[config.mk]
export PLATFORM = sky130hd
export DESIGN_NAME = qdr_b4_ctrl
export DESIGN_NICKNAME = d
export VERILOG_FILES = /design/src/rtl/qdr_b4_ctrl.sv
export SDC_FILE = /design/constraint.sdc
export NUM_CORES = 1
export LEC_CHECK = 0
export BUFFER_PORTS_ARGS = -buffer_cell sky130_fd_sc_hd__buf_2
export CAP_MARGIN = 30
export CELL_PAD_IN_SITES_DETAIL_PLACEMENT = 1
export CELL_PAD_IN_SITES_GLOBAL_PLACEMENT = 1
export CORE_AREA = 2 2 160 162
export CTS_CLUSTER_SIZE = 30
export DETAILED_ROUTE_END_ITERATION = 6
export DIE_AREA = 0 0 162 164
export PLACE_DENSITY_LB_ADDON = 0.12
export SYNTH_ARGS = -nofsm -noshare
export SYNTH_HDL_FRONTEND = slang
export SYNTH_SLANG_ARGS = --single-unit
[constraint.sdc]
create_clock -name clk -period 3.5 [get_ports clk]
set_clock_uncertainty 0.2 [all_clocks]
set_input_delay 0.875 -clock clk [delete_from_list [all_inputs] [get_ports clk]]
set_output_delay 0.875 -clock clk [all_outputs]
set_load 0.02 [all_outputs]
[src/rtl/qdr_b4_ctrl.sv]
module qdr_b4_ctrl #(
  parameter int ADDR_W = 20,
  parameter int DATA_W = 18,
  parameter int RD_LAT = 3,
  parameter int QDEPTH = 4,
  parameter int TAG_W  = 4,
  localparam int LANE_W = (DATA_W == 8) ? 4 : 9,
  localparam int BW_N   = DATA_W / LANE_W
) (
  input  logic                  clk,
  input  logic                  rst,
  input  logic                  wr_valid,
  output logic                  wr_ready,
  input  logic [ADDR_W-1:0]     wr_addr,
  input  logic [4*DATA_W-1:0]   wr_data,
  input  logic [4*BW_N-1:0]     wr_be,
  input  logic                  rd_valid,
  output logic                  rd_ready,
  input  logic [ADDR_W-1:0]     rd_addr,
  output logic [TAG_W-1:0]      rd_tag,
  output logic                  rsp_valid,
  output logic [4*DATA_W-1:0]   rsp_data,
  output logic [TAG_W-1:0]      rsp_tag,
  output logic                  mem_wr_n,
  output logic [ADDR_W-1:0]     mem_wr_addr,
  output logic [DATA_W-1:0]     mem_d_rise,
  output logic [DATA_W-1:0]     mem_d_fall,
  output logic [BW_N-1:0]       mem_bw_rise_n,
  output logic [BW_N-1:0]       mem_bw_fall_n,
  output logic                  mem_rd_n,
  output logic [ADDR_W-1:0]     mem_rd_addr,
  input  logic [DATA_W-1:0]     mem_q_a,
  input  logic [DATA_W-1:0]     mem_q_b
);
  localparam int CW = $clog2(QDEPTH + 1);

  logic                   wr_ph;
  logic [2*DATA_W-1:0]    wr_hi_d;
  logic [2*BW_N-1:0]      wr_hi_m;
  logic                   wr_go;

  logic                   rd_ph;
  logic                   rd_go;
  logic [CW-1:0]          out_cnt;
  logic [TAG_W-1:0]       iss_tag;
  logic [TAG_W-1:0]       ret_tag;
  logic [RD_LAT:0]        ret_sr;
  logic [2*DATA_W-1:0]    cap_lo;

  assign wr_ready = !rst && !wr_ph;
  assign wr_go    = wr_valid && wr_ready;

  always_ff @(posedge clk) begin
    if (rst) begin
      wr_ph         <= 1'b0;
      mem_wr_n      <= 1'b1;
      mem_wr_addr   <= '0;
      mem_d_rise    <= '0;
      mem_d_fall    <= '0;
      mem_bw_rise_n <= '1;
      mem_bw_fall_n <= '1;
      wr_hi_d       <= '0;
      wr_hi_m       <= '0;
    end else if (wr_go) begin
      wr_ph         <= 1'b1;
      mem_wr_n      <= 1'b0;
      mem_wr_addr   <= wr_addr;
      mem_d_rise    <= wr_data[0 +: DATA_W];
      mem_d_fall    <= wr_data[DATA_W +: DATA_W];
      mem_bw_rise_n <= ~wr_be[0 +: BW_N];
      mem_bw_fall_n <= ~wr_be[BW_N +: BW_N];
      wr_hi_d       <= wr_data[2*DATA_W +: 2*DATA_W];
      wr_hi_m       <= wr_be[2*BW_N +: 2*BW_N];
    end else if (wr_ph) begin
      wr_ph         <= 1'b0;
      mem_wr_n      <= 1'b1;
      mem_d_rise    <= wr_hi_d[0 +: DATA_W];
      mem_d_fall    <= wr_hi_d[DATA_W +: DATA_W];
      mem_bw_rise_n <= ~wr_hi_m[0 +: BW_N];
      mem_bw_fall_n <= ~wr_hi_m[BW_N +: BW_N];
    end else begin
      mem_wr_n      <= 1'b1;
      mem_d_rise    <= '0;
      mem_d_fall    <= '0;
      mem_bw_rise_n <= '1;
      mem_bw_fall_n <= '1;
    end
  end

  assign rd_ready = !rst && !rd_ph && ((out_cnt < CW'(QDEPTH)) || rsp_valid);
  assign rd_go    = rd_valid && rd_ready;
  assign rd_tag   = iss_tag;
  assign rsp_tag  = ret_tag;

  always_ff @(posedge clk) begin
    if (rst) begin
      rd_ph       <= 1'b0;
      mem_rd_n    <= 1'b1;
      mem_rd_addr <= '0;
      iss_tag     <= '0;
      ret_tag     <= '0;
      out_cnt     <= '0;
      ret_sr      <= '0;
      cap_lo      <= '0;
      rsp_valid   <= 1'b0;
      rsp_data    <= '0;
    end else begin
      rd_ph    <= rd_go;
      mem_rd_n <= !rd_go;
      if (rd_go) begin
        mem_rd_addr <= rd_addr;
        iss_tag     <= iss_tag + 1'b1;
      end
      if (rsp_valid) ret_tag <= ret_tag + 1'b1;
      out_cnt <= out_cnt + CW'(rd_go) - CW'(rsp_valid);
      ret_sr  <= {ret_sr[RD_LAT-1:0], !mem_rd_n};
      if (ret_sr[RD_LAT-1]) cap_lo <= {mem_q_b, mem_q_a};
      rsp_valid <= ret_sr[RD_LAT];
      if (ret_sr[RD_LAT]) rsp_data <= {mem_q_b, mem_q_a, cap_lo};
    end
  end


  rd_gap_chk: assert property (@(posedge clk) disable iff (rst)
    !mem_rd_n |=> mem_rd_n);


  wr_gap_chk: assert property (@(posedge clk) disable iff (rst)
    !mem_wr_n |=> mem_wr_n);


  rsp_pulse_chk: assert property (@(posedge clk) disable iff (rst)
    rsp_valid |=> !rsp_valid);


  idle_mask_chk: assert property (@(posedge clk) disable iff (rst)
    (mem_wr_n && !$past(!mem_wr_n)) |-> (&mem_bw_rise_n && &mem_bw_fall_n));


  depth_chk: assert property (@(posedge clk) disable iff (rst)
    out_cnt <= CW'(QDEPTH));


  tag_step_chk: assert property (@(posedge clk) disable iff (rst)
    rsp_valid |=> (rsp_tag == $past(rsp_tag) + 1'b1));
endmodule

==> flow_summary.toml <==
[worst_setup_path]
max_stage_delay_ns = 0.53
worstSetupPathType = "register to output port"
reg2reg_to = "out_cnt[2]$_SDFF_PP0_"
cp.required_ns = 2.42
critical_path.cell_chain = "nor2b_1, nor2_1, buf_2"
rrSetupSlack_ns = 1.32
r2r-start = "rsp_valid$_SDFF_PP0_"
arrival_ns = 1.72
path_buf_inv = 1
cp_slowest_cell = "nor2b_1"
endpoint_kind = "output port"
crit_family = "simple AND/OR/NAND/NOR gates"
critPathMaxFanout = 7
r2r_cells = 6
cp-start-kind = "register"

[die]
die_h_microns = 164
start_util_pct = 35.6
die_area_sq_um = 26600
pin_count = 325
rows = 58
die_w_microns = 162
fp.coreArea_sq_um = 24800

[synth]
synth_area_sq_um = 8840
syn_nets = 1086
synth-seq-cells = 248
ys_seq_area_share_pct = 56.1
avgSynthCellArea_sq_um = 9.60
synth_cell_types = 30
postSynthCellCount = 921
yosys_warnings = 0

[finish]
final_util_pct = 46.8
drive_gt1_share_pct = 32.3
fin_nets = 1381
multi_input_area_sq_um = 3560
finalNonFillerCells = 1570
fillCellCount = 2991
seqCellArea_sq_um = 4970
synthToLayoutAreaGrowth_pct = 31.4

[clock_network]
root_buffer = "clkbuf_16"
post_cts_buffers = 0
cts_buffers = 28
cts_tree = "done"
clock_path_buffers = 3
clk_pin_slew_ns = 0.06
cts_resized = 0
cts.sinks = 248
clkLatencyLatePin_ns = 0.53
holdBufCountCts = 0
cts_max_level = 1

[timing]
fmax_ghz = 0.358
setup_viol = 0
tns_ns = 0
worst_slew_pin_slew_ns = 0.932
fin_ws_ns = 0.709
hold_slack_ns = 0.233
drv_slew = 0
relSlewSlack_pct = 37.9
min_period_ns = 2.79
fin_crit_sh_pct = 79.8
hold_violations = 0
rsz0062_at_grt = "no"

[global_route]
grt_pass1_wl_microns = 38200
antenna_found_initial = 11
grt_max_degree = 156
grt_use_total_pct = 17.7
overflow = 0
first_global_vias = 7226

[placement]
io_buffers = 324
hpwl_microns = 16500
routabilityCongestion = 0.758
pre_cts_ws_ns = 0.740
dp.cells = 1516

[routing]
wire_per_inst_microns = 15.5
via_per_inst = 4.62
vias = 7246
final_antenna_net_count = 0
drt_iter0_markers = 318
firstDrtPassIters = 4
drcViolationCount = 0
wl_microns = 24400

[min_path]
holdPathStages = 1
hold-path-endpoint = "ret_sr[0]$_SDFF_PP0_"
hp-class = "register to register"
holdCritStartpoint = "mem_rd_n$_SDFF_PP1_"

[power]
peakVddDrop_uv = 279
cellPowerDensity_nw_per_um2 = 545
power.leakage_nw = 5.01

[status]
status = "complete, no violations"

[job]
maxCapViolations = 0
==> through the flow <==
stage,power [mW],area [sq um]
after detailed placement,3.60,10700
after CTS,6.44,11600
after global placement,3.58,10700
after floorplan,3.36,8840
after global routing,6.62,11600
final,6.34,11600
==> layer usage <==
metal / wire (microns) / GRT usage (%)
met4: 576 / 4.51
met3: 2480 / 7.58
met2: 11000 / 28.9
met5: 45 / 0
met1: 10300 / 21.7
==> cells in the final DEF (no fill, tap or decap), types with 2 or more instances in the layout <==
| cell type | count |
|---|---|
| a21oi_1 | 35 |
| a22o_1 | 2 |
| a22oi_1 | 2 |
| buf_12 | 4 |
| buf_2 | 323 |
| buf_4 | 5 |
| clkbuf_1 | 6 |
| clkbuf_16 | 29 |
| clkbuf_8 | 9 |
| clkinv_2 | 3 |
| dfxtp_1 | 245 |
| dfxtp_2 | 2 |
| diode_2 | 6 |
| ha_1 | 4 |
| inv_1 | 6 |
| mux2_1 | 4 |
| mux2_2 | 17 |
| mux2i_1 | 110 |
| nand2_1 | 165 |
| nand3b_1 | 34 |
| nand4_1 | 2 |
| nor2_1 | 118 |
| nor2b_1 | 29 |
| o21ai_0 | 62 |
| xnor2_1 | 3 |
| xor2_1 | 2 |
==> kinds of logic (layout without fill, tap and decap cells) <==
| kind of cell | count (synthesis) | after routing | share of synthesized area, % |
|---|---|---|---|
| AO/OA/AOI/OAI | 104 | 104 | 6.14 |
| buffers and inverters | 75 | 388 | 3.69 |
| flip-flops | 248 | 248 | 56.1 |
| multiplexers | 131 | 131 | 15.1 |
| adder cells (fa/ha/maj) | 5 | 5 | 0.792 |
| XOR/XNOR | 5 | 5 | 0.495 |
| other | 0 | 6 | 0 |
| AND/OR/NAND/NOR | 353 | 353 | 17.6 |
==> synth_stat cells <==
library cell / instances / area (sq um)
mux2_2: 17 / 191
nor3b_4: 1 / 18.8
buf_2: 17 / 85.1
a21oi_1: 35 / 175
nand4_1: 2 / 12.5
nor2b_1: 29 / 181
o41ai_1: 1 / 8.76
inv_1: 7 / 26.3
buf_1: 8 / 30.0
nor3b_1: 2 / 15.0
ha_1: 4 / 50.1
nand2_1: 165 / 619
fa_1: 1 / 20.0
or2_1: 1 / 6.26
clkbuf_2: 1 / 5.00
a22oi_1: 2 / 15.0
nand3b_1: 34 / 255
a22o_1: 2 / 17.5
o21ai_0: 62 / 310
dfxtp_1: 248 / 4960
buf_6: 3 / 33.8
mux2i_1: 110 / 1100
o31ai_1: 1 / 7.51
xor2_1: 2 / 17.5
or4_1: 1 / 7.51
clkbuf_1: 39 / 146
xnor2_1: 3 / 26.3
mux2_1: 4 / 45.0
nor2_1: 118 / 443
o311ai_0: 1 / 8.76
==> worst max-delay path by stage <==
stage | from | endpoint | slack [ns] | depth (start not counted)
after floorplan | rst | wr_ready | 0.54 | 5
after global placement | rst | rd_ready | 0.73 | 4
after detailed placement | rst | rd_ready | 0.74 | 4
after CTS | rsp_valid$_SDFF_PP0_ | rd_ready | 0.69 | 3
after global routing | rsp_valid$_SDFF_PP0_ | rd_ready | 0.56 | 3
final | rsp_valid$_SDFF_PP0_ | rd_ready | 0.71 | 3
==> worst register-to-register path: stages, from the launching register on <==
cell and delay, ns:
dfxtp_1 0.40, nor2b_1 0.53, nor3b_4 0.10, ha_1 0.24
fa_1 0.38, xnor2_1 0.18, nor2_1 0.05
==> final cells by class <==
type	count	area share, %
sequential	248	42.8
multi-input combinational	598	30.6
timing repair buffer	333	15.0
clock buffer	44	7.50
tap	330	3.55
inverter	7	0.226
clock inverter	4	0.204
antenna	6	0.129
==> sequential cells by signal, summed over array words and instances, names as in the netlist <==
name and count:
cap_lo 36, mem_bw_fall_n 2, mem_bw_rise_n 2, mem_d_fall 18
mem_d_rise 18, mem_rd_addr 20, mem_rd_n 1, mem_wr_addr 20
mem_wr_n 1, out_cnt 3, rd_ph 1, rd_tag 4
ret_sr 4, rsp_data 72, rsp_tag 4, rsp_valid 1
wr_hi_d 36, wr_hi_m 4, wr_ph 1
==> power breakdown <==
group	total, mW	internal [mW]	switching, mW
registers	3.00	2.94	0.0585
logic	0.530	0.218	0.312
clock network	2.81	1.69	1.12
No activity file was read; power rests on OpenSTA's default activity.
